<file path="src/rtl/pwr_mode_pkg.sv">
package pwr_mode_pkg;
  typedef enum logic [2:0] {
    M_INIT     = 3'd0,
    M_NORMAL   = 3'd1,
    M_STOP     = 3'd2,
    M_SLEEP    = 3'd3,
    M_RESTART  = 3'd4,
    M_FAILSAFE = 3'd5
  } mode_e;

  typedef enum logic [2:0] {
    W_GO_NORMAL  = 3'd0,
    W_GO_STOP    = 3'd1,
    W_GO_SLEEP   = 3'd2,
    W_SOFT_RST   = 3'd3,
    W_WD_REFRESH = 3'd4,
    W_STAT_CLEAR = 3'd5,
    W_CONFIG     = 3'd6
  } wr_kind_e;
endpackage

</file>
<file path="src/rtl/pwr_tick_timer.sv">
module pwr_tick_timer #(
  parameter int W = 8
) (
  input  logic         clk,
  input  logic         rst_n,
  input  logic         clear,
  input  logic         tick,
  input  logic [W-1:0] limit,
  output logic         done
);
  logic [W-1:0] cnt;

  always_ff @(posedge clk or negedge rst_n) begin
    if (!rst_n)                     cnt <= '0;
    else if (clear)                 cnt <= '0;
    else if (tick && (cnt < limit)) cnt <= cnt + 1'b1;
  end

  assign done = (cnt >= limit);

  AST_TICK_STEP: assert property (@(posedge clk) disable iff (!rst_n)
    (!clear && tick && !done) |=> (cnt == $past(cnt) + 1'b1));
  AST_CLEAR_ZERO: assert property (@(posedge clk) disable iff (!rst_n)
    clear |=> (cnt == '0));
endmodule

</file>
<file path="src/rtl/pwr_wake_store.sv">
module pwr_wake_store (
  input  logic clk,
  input  logic rst_n,
  input  logic arm,
  input  logic wake,
  output logic stored
);
  always_ff @(posedge clk or negedge rst_n) begin
    if (!rst_n)   stored <= 1'b0;
    else if (arm) stored <= stored | wake;
    else          stored <= 1'b0;
  end

  AST_WAKE_KEPT: assert property (@(posedge clk) disable iff (!rst_n)
    (arm && stored && $past(arm)) |-> $past(stored) || $past(wake));
endmodule

</file>
<file path="src/rtl/pwr_out_decode.sv">
module pwr_out_decode
  import pwr_mode_pkg::*;
(
  input  mode_e st,
  output logic  rst_out_n,
  output logic  reg_en,
  output logic  buck_pwm
);
  always_comb begin
    rst_out_n = 1'b1;
    reg_en    = 1'b1;
    buck_pwm  = 1'b0;
    unique case (st)
      M_INIT, M_NORMAL: buck_pwm = 1'b1;
      M_STOP:           buck_pwm = 1'b0;
      M_RESTART: begin
        rst_out_n = 1'b0;
        buck_pwm  = 1'b1;
      end
      M_SLEEP, M_FAILSAFE: begin
        rst_out_n = 1'b0;
        reg_en    = 1'b0;
      end
      default: begin
        rst_out_n = 1'b0;
        reg_en    = 1'b0;
      end
    endcase
  end
endmodule

</file>
<file path="src/rtl/pwr_mode_sup.sv">
module pwr_mode_sup
  import pwr_mode_pkg::*;
#(
  parameter int RST_DLY_MS  = 10,
  parameter int FS_TSD_MS   = 1000,
  parameter int FS_OTHER_MS = 100
) (
  input  logic       clk,
  input  logic       rst_n,
  input  logic       spi_frame,
  input  logic       wr_valid,
  input  logic [2:0] wr_kind,
  input  logic       wake_bus,
  input  logic       wake_pin,
  input  logic       wake_pending,
  input  logic       wd_fail,
  input  logic       vcc_uv,
  input  logic       vcc_ov,
  input  logic       ov_rst_en,
  input  logic       vcc_short,
  input  logic       tsd,
  input  logic       ms_tick,
  output logic [2:0] mode_o,
  output logic       rst_out_n,
  output logic       reg_en,
  output logic       buck_pwm,
  output logic       spi_fail,
  output logic       fo_active
);
  localparam int FS_MAX = (FS_TSD_MS > FS_OTHER_MS) ? FS_TSD_MS : FS_OTHER_MS;
  localparam int FW     = $clog2(FS_MAX + 1);
  localparam int RW     = $clog2(RST_DLY_MS + 1);

  mode_e    st, nxt;
  wr_kind_e kind;
  logic fs_cause, rst_fault, wake_now;
  logic set_fail, clr_fail, fo_set;
  logic fs_thermal, rst_done, fs_done, wake_stored;
  logic [FW-1:0] fs_limit;

  assign kind      = wr_kind_e'(wr_kind);
  assign fs_cause  = tsd | vcc_short;
  assign rst_fault = vcc_uv | (vcc_ov & ov_rst_en);
  assign wake_now  = wake_bus | wake_pin;
  assign fs_limit  = fs_thermal ? FW'(FS_TSD_MS) : FW'(FS_OTHER_MS);

  always_comb begin
    nxt      = st;
    set_fail = 1'b0;
    clr_fail = wr_valid && (kind == W_STAT_CLEAR) &&
               (st == M_NORMAL || st == M_STOP);
    unique case (st)
      M_INIT: begin
        if (fs_cause)              nxt = M_FAILSAFE;
        else if (wd_fail | vcc_uv) nxt = M_RESTART;
        else if (spi_frame)        nxt = M_NORMAL;
      end
      M_NORMAL: begin
        if (fs_cause)                  nxt = M_FAILSAFE;
        else if (rst_fault | wd_fail)  nxt = M_RESTART;
        else if (wr_valid) begin
          case (kind)
            W_GO_STOP:  nxt = M_STOP;
            W_GO_SLEEP: nxt = wake_pending ? M_RESTART : M_SLEEP;
            W_SOFT_RST: nxt = M_INIT;
            default:    nxt = M_NORMAL;
          endcase
        end
      end
      M_STOP: begin
        if (fs_cause)                  nxt = M_FAILSAFE;
        else if (rst_fault | wd_fail)  nxt = M_RESTART;
        else if (wr_valid) begin
          case (kind)
            W_GO_NORMAL:  nxt = M_NORMAL;
            W_SOFT_RST:   nxt = M_INIT;
            W_GO_SLEEP: begin
              nxt      = M_RESTART;
              set_fail = 1'b1;
            end
            W_WD_REFRESH, W_STAT_CLEAR: nxt = M_STOP;
            default:      set_fail = 1'b1;
          endcase
        end
      end
      M_SLEEP: begin
        if (fs_cause)      nxt = M_FAILSAFE;
        else if (wake_now) nxt = M_RESTART;
      end
      M_RESTART: begin
        if (fs_cause)                   nxt = M_FAILSAFE;
        else if (rst_done && !rst_fault) nxt = M_NORMAL;
      end
      M_FAILSAFE: begin
        if (fs_done && (wake_stored || wake_now) && !fs_cause) nxt = M_RESTART;
      end
      default: nxt = M_INIT;
    endcase
  end

  assign fo_set = ((nxt == M_FAILSAFE) && (st != M_FAILSAFE)) ||
                  (wd_fail && (st == M_INIT || st == M_NORMAL || st == M_STOP));

  always_ff @(posedge clk or negedge rst_n) begin
    if (!rst_n) begin
      st         <= M_INIT;
      spi_fail   <= 1'b0;
      fo_active  <= 1'b0;
      fs_thermal <= 1'b0;
    end else begin
      st <= nxt;
      if (set_fail)      spi_fail <= 1'b1;
      else if (clr_fail) spi_fail <= 1'b0;
      if (fo_set) fo_active <= 1'b1;
      if ((st != M_FAILSAFE) && (nxt == M_FAILSAFE)) fs_thermal <= tsd;
    end
  end

  pwr_tick_timer #(.W(RW)) u_rst_dly (
    .clk   (clk),
    .rst_n (rst_n),
    .clear ((st != M_RESTART) | rst_fault),
    .tick  (ms_tick),
    .limit (RW'(RST_DLY_MS)),
    .done  (rst_done)
  );

  pwr_tick_timer #(.W(FW)) u_fs_dwell (
    .clk   (clk),
    .rst_n (rst_n),
    .clear (st != M_FAILSAFE),
    .tick  (ms_tick),
    .limit (fs_limit),
    .done  (fs_done)
  );

  pwr_wake_store u_wake (
    .clk    (clk),
    .rst_n  (rst_n),
    .arm    (st == M_FAILSAFE),
    .wake   (wake_now),
    .stored (wake_stored)
  );

  pwr_out_decode u_out (
    .st        (st),
    .rst_out_n (rst_out_n),
    .reg_en    (reg_en),
    .buck_pwm  (buck_pwm)
  );

  assign mode_o = st;

  AST_INIT_WAKE_LOST: assert property (@(posedge clk) disable iff (!rst_n)
    (st == M_INIT && wake_now && !spi_frame && !wd_fail && !vcc_uv && !fs_cause)
    |=> (st == M_INIT));
  AST_STOP_SLEEP_BLOCKED: assert property (@(posedge clk) disable iff (!rst_n)
    (st == M_STOP && wr_valid && kind == W_GO_SLEEP && !fs_cause && !rst_fault && !wd_fail)
    |=> (st == M_RESTART && spi_fail));
  AST_RESET_LOW: assert property (@(posedge clk) disable iff (!rst_n)
    (st == M_RESTART || st == M_SLEEP || st == M_FAILSAFE) |-> !rst_out_n);
  AST_RESTART_EXIT: assert property (@(posedge clk) disable iff (!rst_n)
    (st == M_RESTART) |=> (st == M_RESTART || st == M_NORMAL || st == M_FAILSAFE));
  AST_FS_OUTPUTS: assert property (@(posedge clk) disable iff (!rst_n)
    (st == M_FAILSAFE) |-> (!reg_en && fo_active));
  AST_FS_DWELL: assert property (@(posedge clk) disable iff (!rst_n)
    (st == M_FAILSAFE && !fs_done) |=> (st == M_FAILSAFE));
  AST_STOP_PFM: assert property (@(posedge clk) disable iff (!rst_n)
    (st == M_STOP) |-> !buck_pwm);
endmodule

</file>
<file path="config.mk">
export PLATFORM = sky130hd
export DESIGN_NAME = pwr_mode_sup
export DESIGN_NICKNAME = d
export VERILOG_FILES = /design/src/rtl/pwr_mode_pkg.sv /design/src/rtl/pwr_tick_timer.sv /design/src/rtl/pwr_wake_store.sv /design/src/rtl/pwr_out_decode.sv /design/src/rtl/pwr_mode_sup.sv
export SDC_FILE = /design/constraint.sdc
export NUM_CORES = 1
export LEC_CHECK = 0
export ABC_CLOCK_PERIOD_IN_PS = 4400
export CORE_AREA = 4 4 86 88
export DETAILED_ROUTE_END_ITERATION = 6
export DIE_AREA = 0 0 90 92
export SYNTH_ARGS = -nofsm -noshare
export SYNTH_HDL_FRONTEND = slang
export SYNTH_SLANG_ARGS = --single-unit
</file>
<file path="constraint.sdc">
create_clock -name clk -period 4.4 [get_ports clk]
set_clock_uncertainty 0.05 [all_clocks]
set_input_delay 0.88 -clock clk [delete_from_list [all_inputs] [get_ports clk]]
set_output_delay 0.88 -clock clk [all_outputs]
set_load 0.01 [all_outputs]
</file>
==> flow_summary.toml <==
[clock_network]
h-tree-depth = 1
hold_buffers = 0
cts_root_buf = "clkbuf_8"
cts_buffer_depth = 2
cts_num_sinks = 21
ctsResizeCount = 0
cts.clk_slew.worst_paths_ns = 0.08
cts_buffers = 3
clk_latency_ns = 0.26
tritoncts = "done"
post-cts-setup-buffer-count = 0

[yosys]
avgSynthCellArea_sq_um = 9.086
syn_area_sq_um = 1490
synthCells = 164
synth_edf_count = 0
ys_seq_area_share_pct = 35.26
yosysTopAreaCell = "dfrtp_1"
synth_cell_types = 48
synthTopCellsByArea = "dfrtp_1 35%, ha_1 7.6%, a21oi_1 4.4%"
ys.flop_type = "dfrtp_1"
synthArstFlopShare_pct = 100.0
syn_nets = 190
netlist.area_leader.share_pct = 35.26
yosysWarnings = 0
synth_seq_cells = 21

[floorplan]
dieWidth_um = 90
start_util_pct = 22.43
ios = 25
row_count = 30
die_h_um = 92
die_area_sq_um = 8280
coreArea_sq_um = 6644

[placed_design]
portBuffers = 24
dp_slack_ns = 1.470
hpwl_um = 2582
place.gp.congestion = 0.8766

[detailed_routing]
antenna_left = 0
via_count = 1297
drt_pre_antenna_iters = 4
vias_per_cell = 4.858
route.detailed.drc = 0
drt_iter0_drc = 73
routedWlPerCell_um = 12.70
drt-total-wl_um = 3392

[critical_path]
worstSetupPathType = "reg2out"
worst_ep_arrival_time_ns = 1.75
cp_max_fo = 12
cp_slowest_stage_delay_ns = 0.54
worstPathRequired_ns = 3.47
cp_slowest_cell = "dfrtp_1"
reg2regPathDepth = 7
startpoint_type = "flip-flop"
reg2reg_slack_ns = 2.11
path_cells = "nor2_2 -> or2_4 -> clkdlybuf4s50_1"
crit_path_end_kind = "output port"

[global_routing]
grt-ovfl-total = 0
grt_pass1_vias = 1291
grt_max_degree = 22
grt_pass1_wl_um = 6099
antenna_found_initial = 0
grt.total_usage_pct = 8.753

[timing]
setup_viol = 0
worst_slack_ns = 1.724
max_freq_mhz = 373.7
drv_slew = 0
slew_headroom_pct = 34.49
hold_violations = 0
rsz0062_at_grt = "false"
tns_ns = 0
tightest_slew_ns = 0.9795
fin_crit_sh_pct = 60.82
min_period_ns = 2.676

[finish]
antenna_cells = 0
syn_to_final_growth_pct = 23.09
most-common-layout-cells = "24 x clkdlybuf4s50_1, 21 x dfrtp_1, 16 x nor2_1"
layout-drive-gt1-share_pct = 8.556
layout.nets = 214
final_common_cell = "clkdlybuf4s50_1"

[worst_hold_path]
hold_depth = 1
hold_path.class = "reg2reg"

[pwr]
ir_drop_mv = 0.1297
leakage_nw = 0.7074
powerDensity_nw_per_um2 = 366.1

[job]
drv_cap = 0

[run_status]
outcome = "completed"
[critical path, delay by kind of cell (launching register included)]
kind,cells,cell delay [ns]
buffers and inverters,1,0.53
DFF,1,0.54
and+or+nand+nor,2,0.42
[through the flow]
stage                     hold slack [ns]  power [W]  cell area (sq um)  util (%)  instances
after floorplan                    0.4018  0.0004584               1490         -        164
after global placement             0.4155  0.0005530               1788     26.91        263
after detailed placement           0.4252  0.0005529               1788     26.91        263
after CTS                          0.4434  0.0006844               1834     27.61        267
after global routing               0.4594  0.0007327               1834     27.61        267
final                              0.4353  0.0006716               1834     27.61        267
[synthesized netlist by cell type (2+ instances only)]
master / number
a211oi_1: 4
nor3b_1: 3
nand3_1: 3
a211oi_2: 2
nor2_2: 2
dfrtp_1: 21
nor3_1: 4
nor4_2: 2
ha_1: 9
buf_6: 3
nor2b_1: 3
o311a_1: 2
o21a_1: 2
or3_1: 5
a21oi_1: 13
xnor2_1: 7
a211o_1: 3
nand4_1: 3
o21ai_0: 12
nand2_1: 8
inv_1: 11
nor2_1: 16
[worst paths after layout]
path | to | start
min in group asynchronous | u_fs_dwell.cnt[3] | rst_n
hold / removal | fo_active | fo_active
setup reg to reg | u_fs_dwell.cnt[7] | fs_thermal
setup / recovery | reg_en | mode_o[0]
max in group asynchronous | spi_fail | rst_n
hold reg to reg | fo_active | fo_active
[registers in the layout (all words and copies together), names as in the netlist]
signal and cells:
fs_thermal 1, spi_fail 1, mode_o 3, u_rst_dly.cnt 4, fo_active 1, u_wake.stored 1, u_fs_dwell.cnt 10
[kinds of logic (layout without fill, tap and decap cells)]
logic type	count (synthesis)	count (layout)	share of synthesized area, %
AO/OA/AOI/OAI	51	51	24.35
XOR/XNOR	8	8	4.702
adder cells (fa/ha/maj)	9	9	7.557
buffers and inverters	17	40	5.876
flip-flops	21	21	35.26
multiplexers	2	2	1.679
AND/OR/NAND/NOR	56	56	20.57
[report_power, final]
group	total, W	internal, W	switching [W]	leakage [nW]
clock	0.000126	0.0000631	0.0000630	0.0255
combinational	0.000292	0.000140	0.000152	0.408
sequential	0.000254	0.000219	0.0000349	0.274
[final cells by class]
cell class              count  area (sq um)
well taps                  80         100.1
fillers                   697          4810
inverters                  12         45.04
clock buffers               3         41.29
flip-flops and latches     21         525.5
repair buffers             24         240.2
multi-input cells         126         877.1
clock inverters             1         5.005
[metal layers]
metal | vias up | share of wire, % | track usage (%)
li1 | 651 | - | -
met1 | 600 | 50 | 11.90
met2 | 42 | 43 | 13.69
met3 | 4 | 6.5 | 2.379
met4 | 0 | 1.0 | 2.296
met5 | - | 0 | 0
No activity file was read; power rests on OpenSTA's default activity.
